File: src/rtl/busidle_pkg.sv
package busidle_pkg;

    // Two-bit behaviour code for a class of pins during power-down
    typedef enum logic [1:0] {
        PM_NORMAL = 2'b00,
        PM_HOLD   = 2'b01,
        PM_UNDEF  = 2'b10,
        PM_HIZ    = 2'b11
    } port_mode_e;

    // Port class slots inside the packed mode vector
    localparam int unsigned CLS_MCU_IO    = 0;
    localparam int unsigned CLS_LOGIC_OUT = 1;
    localparam int unsigned CLS_ADDR_OUT  = 2;
    localparam int unsigned CLS_PERIPH    = 3;
    localparam int unsigned N_PORT_CLASS  = 4;

    function automatic port_mode_e class_sleep_mode(input int unsigned idx);
        case (idx)
            CLS_MCU_IO:    return PM_HOLD;
            CLS_LOGIC_OUT: return PM_HOLD;
            CLS_ADDR_OUT:  return PM_UNDEF;
            CLS_PERIPH:    return PM_HIZ;
            default:       return PM_NORMAL;
        endcase
    endfunction

endpackage

File: src/rtl/bip_idle_timer.sv
module bip_idle_timer #(
    parameter int unsigned IDLE_LIMIT = 15
) (
    input  logic clk,
    input  logic rst,
    input  logic en,
    input  logic strobe,
    input  logic csel_n,
    output logic pd
);
    localparam int unsigned CNT_W = $clog2(IDLE_LIMIT + 1);
    localparam logic [CNT_W-1:0] LIMIT = CNT_W'(IDLE_LIMIT);

    typedef struct packed {
        logic             strobe;
        logic [CNT_W-1:0] cnt;
        logic             pd;
    } tmr_t;

    tmr_t tmr_d, tmr_q;
    logic activity;
    logic wake;

    always_comb begin
        tmr_d        = tmr_q;
        tmr_d.strobe = strobe;
        activity     = strobe ^ tmr_q.strobe;
        wake         = activity | ~csel_n;
        if (!en || wake) begin
            tmr_d.cnt = '0;
            tmr_d.pd  = 1'b0;
        end else begin
            if (tmr_q.cnt != LIMIT) begin
                tmr_d.cnt = tmr_q.cnt + 1'b1;
            end
            tmr_d.pd = (tmr_d.cnt == LIMIT);
        end
    end

    always_ff @(posedge clk or posedge rst) begin
        if (rst) tmr_q <= '0;
        else     tmr_q <= tmr_d;
    end

    assign pd = tmr_q.pd;

endmodule

File: src/rtl/bip_cfg_regs.sv
module bip_cfg_regs #(
    parameter int unsigned ADDR_W = 2,
    parameter int unsigned DATA_W = 8,
    parameter int unsigned CTL_W  = 6
) (
    input  logic              clk,
    input  logic              rst,
    input  logic              we,
    input  logic [ADDR_W-1:0] addr,
    input  logic [DATA_W-1:0] wdata,
    output logic [DATA_W-1:0] rdata,
    output logic              en,
    output logic              clk_blk,
    output logic [CTL_W-1:0]  ctl_blk
);
    localparam int unsigned EN_BIT     = 1;
    localparam int unsigned CLKBLK_BIT = 4;
    localparam int unsigned CTL0_BIT   = 5;
    localparam int unsigned CTLHI_LSB  = 2;
    localparam logic [ADDR_W-1:0] A_CFG0 = ADDR_W'(0);
    localparam logic [ADDR_W-1:0] A_CFG2 = ADDR_W'(2);
    localparam logic [DATA_W-1:0] WMASK0 =
        DATA_W'((1 << EN_BIT) | (1 << CLKBLK_BIT) | (1 << CTL0_BIT));
    localparam logic [DATA_W-1:0] WMASK2 =
        DATA_W'(((1 << (CTL_W - 1)) - 1) << CTLHI_LSB);

    typedef struct packed {
        logic [DATA_W-1:0] cfg0;
        logic [DATA_W-1:0] cfg2;
    } regs_t;

    regs_t regs_d, regs_q;

    always_comb begin
        regs_d = regs_q;
        if (we) begin
            case (addr)
                A_CFG0:  regs_d.cfg0 = wdata & WMASK0;
                A_CFG2:  regs_d.cfg2 = wdata & WMASK2;
                default: ;
            endcase
        end
    end

    always_ff @(posedge clk or posedge rst) begin
        if (rst) regs_q <= '0;
        else     regs_q <= regs_d;
    end

    always_comb begin
        case (addr)
            A_CFG0:  rdata = regs_q.cfg0;
            A_CFG2:  rdata = regs_q.cfg2;
            default: rdata = '0;
        endcase
    end

    assign en         = regs_q.cfg0[EN_BIT];
    assign clk_blk    = regs_q.cfg0[CLKBLK_BIT];
    assign ctl_blk[0] = regs_q.cfg0[CTL0_BIT];

    for (genvar g = 1; g < CTL_W; g++) begin : g_hi_mask
        assign ctl_blk[g] = regs_q.cfg2[CTLHI_LSB + g - 1];
    end

endmodule

File: src/rtl/bip_port_gate.sv
module bip_port_gate
    import busidle_pkg::*;
#(
    parameter int unsigned CTL_W   = 6,
    parameter int unsigned N_CLASS = N_PORT_CLASS
) (
    input  logic                 pd,
    input  logic                 clk_blk,
    input  logic [CTL_W-1:0]     ctl_blk,
    input  logic [CTL_W-1:0]     ctl_in,
    output logic                 bus_block,
    output logic                 arr_clk_en,
    output logic [CTL_W-1:0]     arr_ctl,
    output logic [2*N_CLASS-1:0] port_mode
);
    localparam int unsigned MODE_W = 2;

    assign bus_block  = pd;
    assign arr_clk_en = ~clk_blk;
    assign arr_ctl    = ctl_in & ~ctl_blk;

    for (genvar g = 0; g < N_CLASS; g++) begin : g_class
        localparam port_mode_e SLEEP_MODE = class_sleep_mode(g);
        assign port_mode[g*MODE_W +: MODE_W] = pd ? SLEEP_MODE : PM_NORMAL;
    end

endmodule

File: src/rtl/busidle_pd_ctrl.sv
module busidle_pd_ctrl
    import busidle_pkg::*;
#(
    parameter int unsigned IDLE_LIMIT = 15,
    parameter int unsigned ADDR_W     = 2,
    parameter int unsigned DATA_W     = 8,
    parameter int unsigned CTL_W      = 6
) (
    input  logic                      clk,
    input  logic                      rst,
    input  logic                      strobe_in,
    input  logic                      csel_n,
    input  logic                      reg_we,
    input  logic [ADDR_W-1:0]         reg_addr,
    input  logic [DATA_W-1:0]         reg_wdata,
    output logic [DATA_W-1:0]         reg_rdata,
    input  logic [CTL_W-1:0]          ctl_in,
    output logic                      pd_o,
    output logic                      bus_block_o,
    output logic                      arr_clk_en_o,
    output logic [CTL_W-1:0]          arr_ctl_o,
    output logic [2*N_PORT_CLASS-1:0] port_mode_o
);
    logic             en;
    logic             clk_blk;
    logic [CTL_W-1:0] ctl_blk;

    bip_cfg_regs #(
        .ADDR_W (ADDR_W),
        .DATA_W (DATA_W),
        .CTL_W  (CTL_W)
    ) u_regs (
        .clk     (clk),
        .rst     (rst),
        .we      (reg_we),
        .addr    (reg_addr),
        .wdata   (reg_wdata),
        .rdata   (reg_rdata),
        .en      (en),
        .clk_blk (clk_blk),
        .ctl_blk (ctl_blk)
    );

    // The timer runs on the raw clock; clock masking only reaches the logic copy
    bip_idle_timer #(
        .IDLE_LIMIT (IDLE_LIMIT)
    ) u_timer (
        .clk    (clk),
        .rst    (rst),
        .en     (en),
        .strobe (strobe_in),
        .csel_n (csel_n),
        .pd     (pd_o)
    );

    bip_port_gate #(
        .CTL_W   (CTL_W),
        .N_CLASS (N_PORT_CLASS)
    ) u_gate (
        .pd         (pd_o),
        .clk_blk    (clk_blk),
        .ctl_blk    (ctl_blk),
        .ctl_in     (ctl_in),
        .bus_block  (bus_block_o),
        .arr_clk_en (arr_clk_en_o),
        .arr_ctl    (arr_ctl_o),
        .port_mode  (port_mode_o)
    );

endmodule

File: config.mk
export PLATFORM = sky130hd
export DESIGN_NAME = busidle_pd_ctrl
export DESIGN_NICKNAME = d
export VERILOG_FILES = /design/src/rtl/busidle_pkg.sv /design/src/rtl/bip_idle_timer.sv /design/src/rtl/bip_cfg_regs.sv /design/src/rtl/bip_port_gate.sv /design/src/rtl/busidle_pd_ctrl.sv
export SDC_FILE = /design/constraint.sdc
export NUM_CORES = 1
export LEC_CHECK = 0
export ABC_AREA = 1
export BUFFER_PORTS_ARGS = -buffer_cell sky130_fd_sc_hd__buf_2
export CAP_MARGIN = 20
export CORE_MARGIN = 2
export CORE_UTILIZATION = 43
export CTS_CLUSTER_DIAMETER = 80
export CTS_CLUSTER_SIZE = 24
export DETAILED_ROUTE_END_ITERATION = 10
export PLACE_DENSITY = 0.78
export SLEW_MARGIN = 20
export SYNTH_ARGS = -nofsm -noshare
export SYNTH_HDL_FRONTEND = slang
export SYNTH_SLANG_ARGS = --single-unit
export TNS_END_PERCENT = 20
File: constraint.sdc
create_clock -name clk -period 1.5 [get_ports clk]
set_clock_uncertainty 0.15 [all_clocks]
set_input_delay 0.3 -clock clk [delete_from_list [all_inputs] [get_ports clk]]
set_output_delay 0.3 -clock clk [all_outputs]
set_load 0.01 [all_outputs]
==> key figures <==
Status
  • Result of the run: complete, no violations

Place
  • Post-placement cell area: 969.7 um2
  • Routability congestion estimate from global placement: 0.7373
  • Number of port buffers: 38
  • Hpwl dp: 1320 um
  • Number of cells in the design after placement: 167

Layout
  • Area growth from synthesis to layout: 26.07%
  • Post-layout instance count excluding filler cells: 173
  • Nets@finish: 171
  • Non-Filler Cell Area, Final: 1028 um2
  • Antenna diode count: 0
  • Share of cells above drive strength 1: 0.3176
  • Layout Utilization: 0.5830

Synthesis
  • Combined area of all synthesized cells: 815.8 um2
  • Synth cell types: 15
  • Top cells by area, synth: sky130_fd_sc_hd__dfrtp_1 43%, sky130_fd_sc_hd__buf_4 11%, sky130_fd_sc_hd__inv_1 9.7%, sky130_fd_sc_hd__nand2_1 9.2%, sky130_fd_sc_hd__nor2_1 8.3%
  • Synth Flop Type: sky130_fd_sc_hd__dfrtp_1
  • Avg Synthesized Cell Area: 7.349 um2
  • Async set or reset register ratio after synthesis: 1.000
  • Most repeated cell in the gate-level netlist after synthesis: sky130_fd_sc_hd__inv_1
  • Sequential cell area fraction in the yosys report: 0.4294
  • Number of synthesized register bits: 14
  • Instance count of the mapped netlist: 111
  • Post-synth EDFFs: 0
  • Commonest cells post-synth: 21 x sky130_fd_sc_hd__inv_1, 20 x sky130_fd_sc_hd__nand2_1, 18 x sky130_fd_sc_hd__nor2_1
  • Synth top area share: 0.4294
  • Cell taking the most area after synthesis: sky130_fd_sc_hd__dfrtp_1
  • Number of warning messages in the yosys log: 0

Floorplan
  • Initial cell density of the core: 0.4624
  • Die area: 2261 um2
  • Total I/O pin count: 46
  • Floorplan Core Area: 1764 um2
  • Die height: 47.56 um
  • Width of the chip: 47.56 um
  • Standard-cell rows: 15

STA
  • Number of hold violations in the final report: 0
  • Transition time of the tightest slew-check pin: 543.7 ps
  • TNS Setup: 0 ps
  • Fraction of the cycle the final worst path needs: 0.9586
  • Tightest slew margin relative to the limit: 0.6371
  • Total setup violations reported at the end of the flow: 0
  • Max-slew violations: 0
  • Shortest period the worst path allows: 1438 ps
  • RSZ-0062 raised after global routing: no
  • Timing-limited maximum frequency: 0.6954 GHz

Worst setup path
  • Cell count of the worst reg-to-reg path: 7
  • Critical path's largest stage delay: 530 ps
  • Critical setup path kind: input port to flop
  • Critical register-to-register path startpoint: u_timer.tmr_q[1]
  • Critical Path End: u_timer.tmr_q[3]
  • Worst Path Arrival: 1440 ps
  • Source of the critical timing path: strobe_in
  • Setup crit end kind: flop
  • Series of cell instances along the critical path: dlygate4sd3_1, buf_2, or2_2, nand2_1, a21oi_1
  • Worst path required time: 1510 ps
  • Worst-path cell with the longest stage delay: sky130_fd_sc_hd__dlygate4sd3_1
  • CP Max Fanout: 3
  • Reg2Reg Capture Point: u_timer.pd
  • Internal reg-to-reg setup slack: 150 ps
  • Critical path launch point type: input port

Global routing
  • Vias in the first global route: 663
  • Met1 demand-to-capacity share in global routing: 0.1818
  • Remaining global-route overflow: 0
  • Met2 global-route usage: 0.2649
  • First-pass GRT wire length: 2477 um
  • Met3 GRT Util: 0.02642
  • Global Route Usage Sum: 0.1596
  • Busiest layer in global routing: met2
  • Maximum number of pins on one net before global-route repair: 15
  • Initial antenna violation count: 0

Detailed routing
  • Final Routed Wirelength: 1607 um
  • Via total after detailed routing: 779
  • Post-route ant nets: 0
  • Detailed-route vias per instance: 4.503
  • Initial drt markers: 8
  • Number of iterations in the first detailed-routing pass: 4
  • Avg WL per Cell: 9.289 um
  • Remaining routing DRC violations: 0

Hold path
  • Hold Crit Class: input port to flop

Clock network
  • Clock-pin slew on the worst setup and hold paths: 90 ps
  • Total clock buffers created by CTS: 3
  • Number of H-tree branching levels: 1
  • Number of clock sinks: 14
  • TritonCTS clock tree: done
  • Post-CTS setup repair buffer count: 0
  • Clock latency reported for the late side of the worst-skew pair: 280 ps
  • Clock root buffer: sky130_fd_sc_hd__clkbuf_4
  • Max clock buf depth: 2

Run
  • Count of maximum capacitance violations: 0

Power
  • Power per cell area: 872.7 nW/um2
  • Overall power of the completed layout: 0.8976 mW
  • Worst IR Drop VDD: 589.5 uV
  • Leakage: 0.6292 nW
## worst max-delay path, delay by kind of cell
family | cells | cell delay (ps)
simple gates | 2 | 420
compound gates | 1 | 60
buf+inv | 2 | 660
## layout make-up
| type | count | area, um2 |
|---|---|---|
| repair buffers | 41 | 217.7 |
| multi-input cells | 67 | 310.3 |
| clock buffers | 4 | 36.28 |
| flip-flops and latches | 14 | 350.3 |
| inverters | 22 | 82.58 |
| fillers | 173 | 735.7 |
| well taps | 25 | 31.28 |
## cells by family after synthesis
group / after synthesis / synth area share
xor gates and xnor gates: 1 / 0.01074
and+or+nand+nor: 48 / 0.2546
adders and majority gates: 1 / 0.01533
AOI/OAI and AO/OA: 12 / 0.07361
DFF: 14 / 0.4295
other: 1 / 0.004597
buffers and inverters: 34 / 0.2117
## timing repair
item / in CTS / in global routing
endpoints found under the setup margin: 0 / 1
hold buffers: 2 / 0
hold endpoints to repair: 15 / 0
resized for setup: 0 / 1
## per-layer routing
metal,part of all wire,wire length (um)
met1,0.40,647
met2,0.51,819
met3,0.065,104
met4,0.022,36
met5,0,0
## power by group
part | internal (mW) | leakage [nW] | switching [mW]
clock network | 0.148 | 0.0210 | 0.123
logic | 0.0800 | 0.435 | 0.106
registers | 0.416 | 0.174 | 0.0247
## flip-flops by register name, indices dropped and copies added (netlist names)
register / cells
u_timer.tmr_q: 5
u_regs.clk_blk: 1
u_timer.pd: 1
u_regs.en: 1
u_regs.ctl_blk: 6
## cells in the final DEF (no fill, tap or decap)
| cell type | Yosys | final |
|---|---|---|
| sky130_fd_sc_hd__o21ai_0 | 5 | 5 |
| sky130_fd_sc_hd__buf_2 | 0 | 38 |
| sky130_fd_sc_hd__clkbuf_4 | 0 | 3 |
| sky130_fd_sc_hd__nand3_2 | 2 | 2 |
| sky130_fd_sc_hd__nand2_1 | 20 | 20 |
| sky130_fd_sc_hd__or2_2 | 1 | 1 |
| sky130_fd_sc_hd__clkinv_1 | 1 | 1 |
| sky130_fd_sc_hd__a21oi_1 | 7 | 7 |
| sky130_fd_sc_hd__clkbuf_8 | 0 | 1 |
| sky130_fd_sc_hd__nand3_1 | 4 | 4 |
| sky130_fd_sc_hd__xnor2_1 | 1 | 1 |
| sky130_fd_sc_hd__nor2_1 | 18 | 18 |
| sky130_fd_sc_hd__buf_4 | 12 | 1 |
| sky130_fd_sc_hd__ha_2 | 0 | 1 |
| sky130_fd_sc_hd__inv_1 | 21 | 21 |
| sky130_fd_sc_hd__nand4_1 | 3 | 3 |
| sky130_fd_sc_hd__dlygate4sd3_1 | 0 | 2 |
| sky130_fd_sc_hd__conb_1 | 1 | 5 |
| sky130_fd_sc_hd__dfrtp_1 | 14 | 14 |
## metrics by stage
step	hold WS (ps)	setup slack (ps)
detailed placement	225.3	95.95
CTS	108.8	66.91
global route	119.7	0.1634
global placement	213.4	123.7
floorplan	39.22	216.6
finish	119.6	62.07
## how the worst min path moves through the flow
stage                       startpoint                end  slack (ps)  cells past startpoint
after global routing      reg_wdata[6]  u_regs.ctl_blk[5]         120                      3
after floorplan                    rst     u_regs.clk_blk          40                      1
after global placement             rst  u_regs.ctl_blk[2]         210                      2
after CTS                 reg_wdata[6]  u_regs.ctl_blk[5]         110                      3
after detailed placement           rst  u_regs.ctl_blk[2]         230                      2
final                     reg_wdata[6]  u_regs.ctl_blk[5]         120                      3
Note: power is estimated with default switching activity, not from simulation.
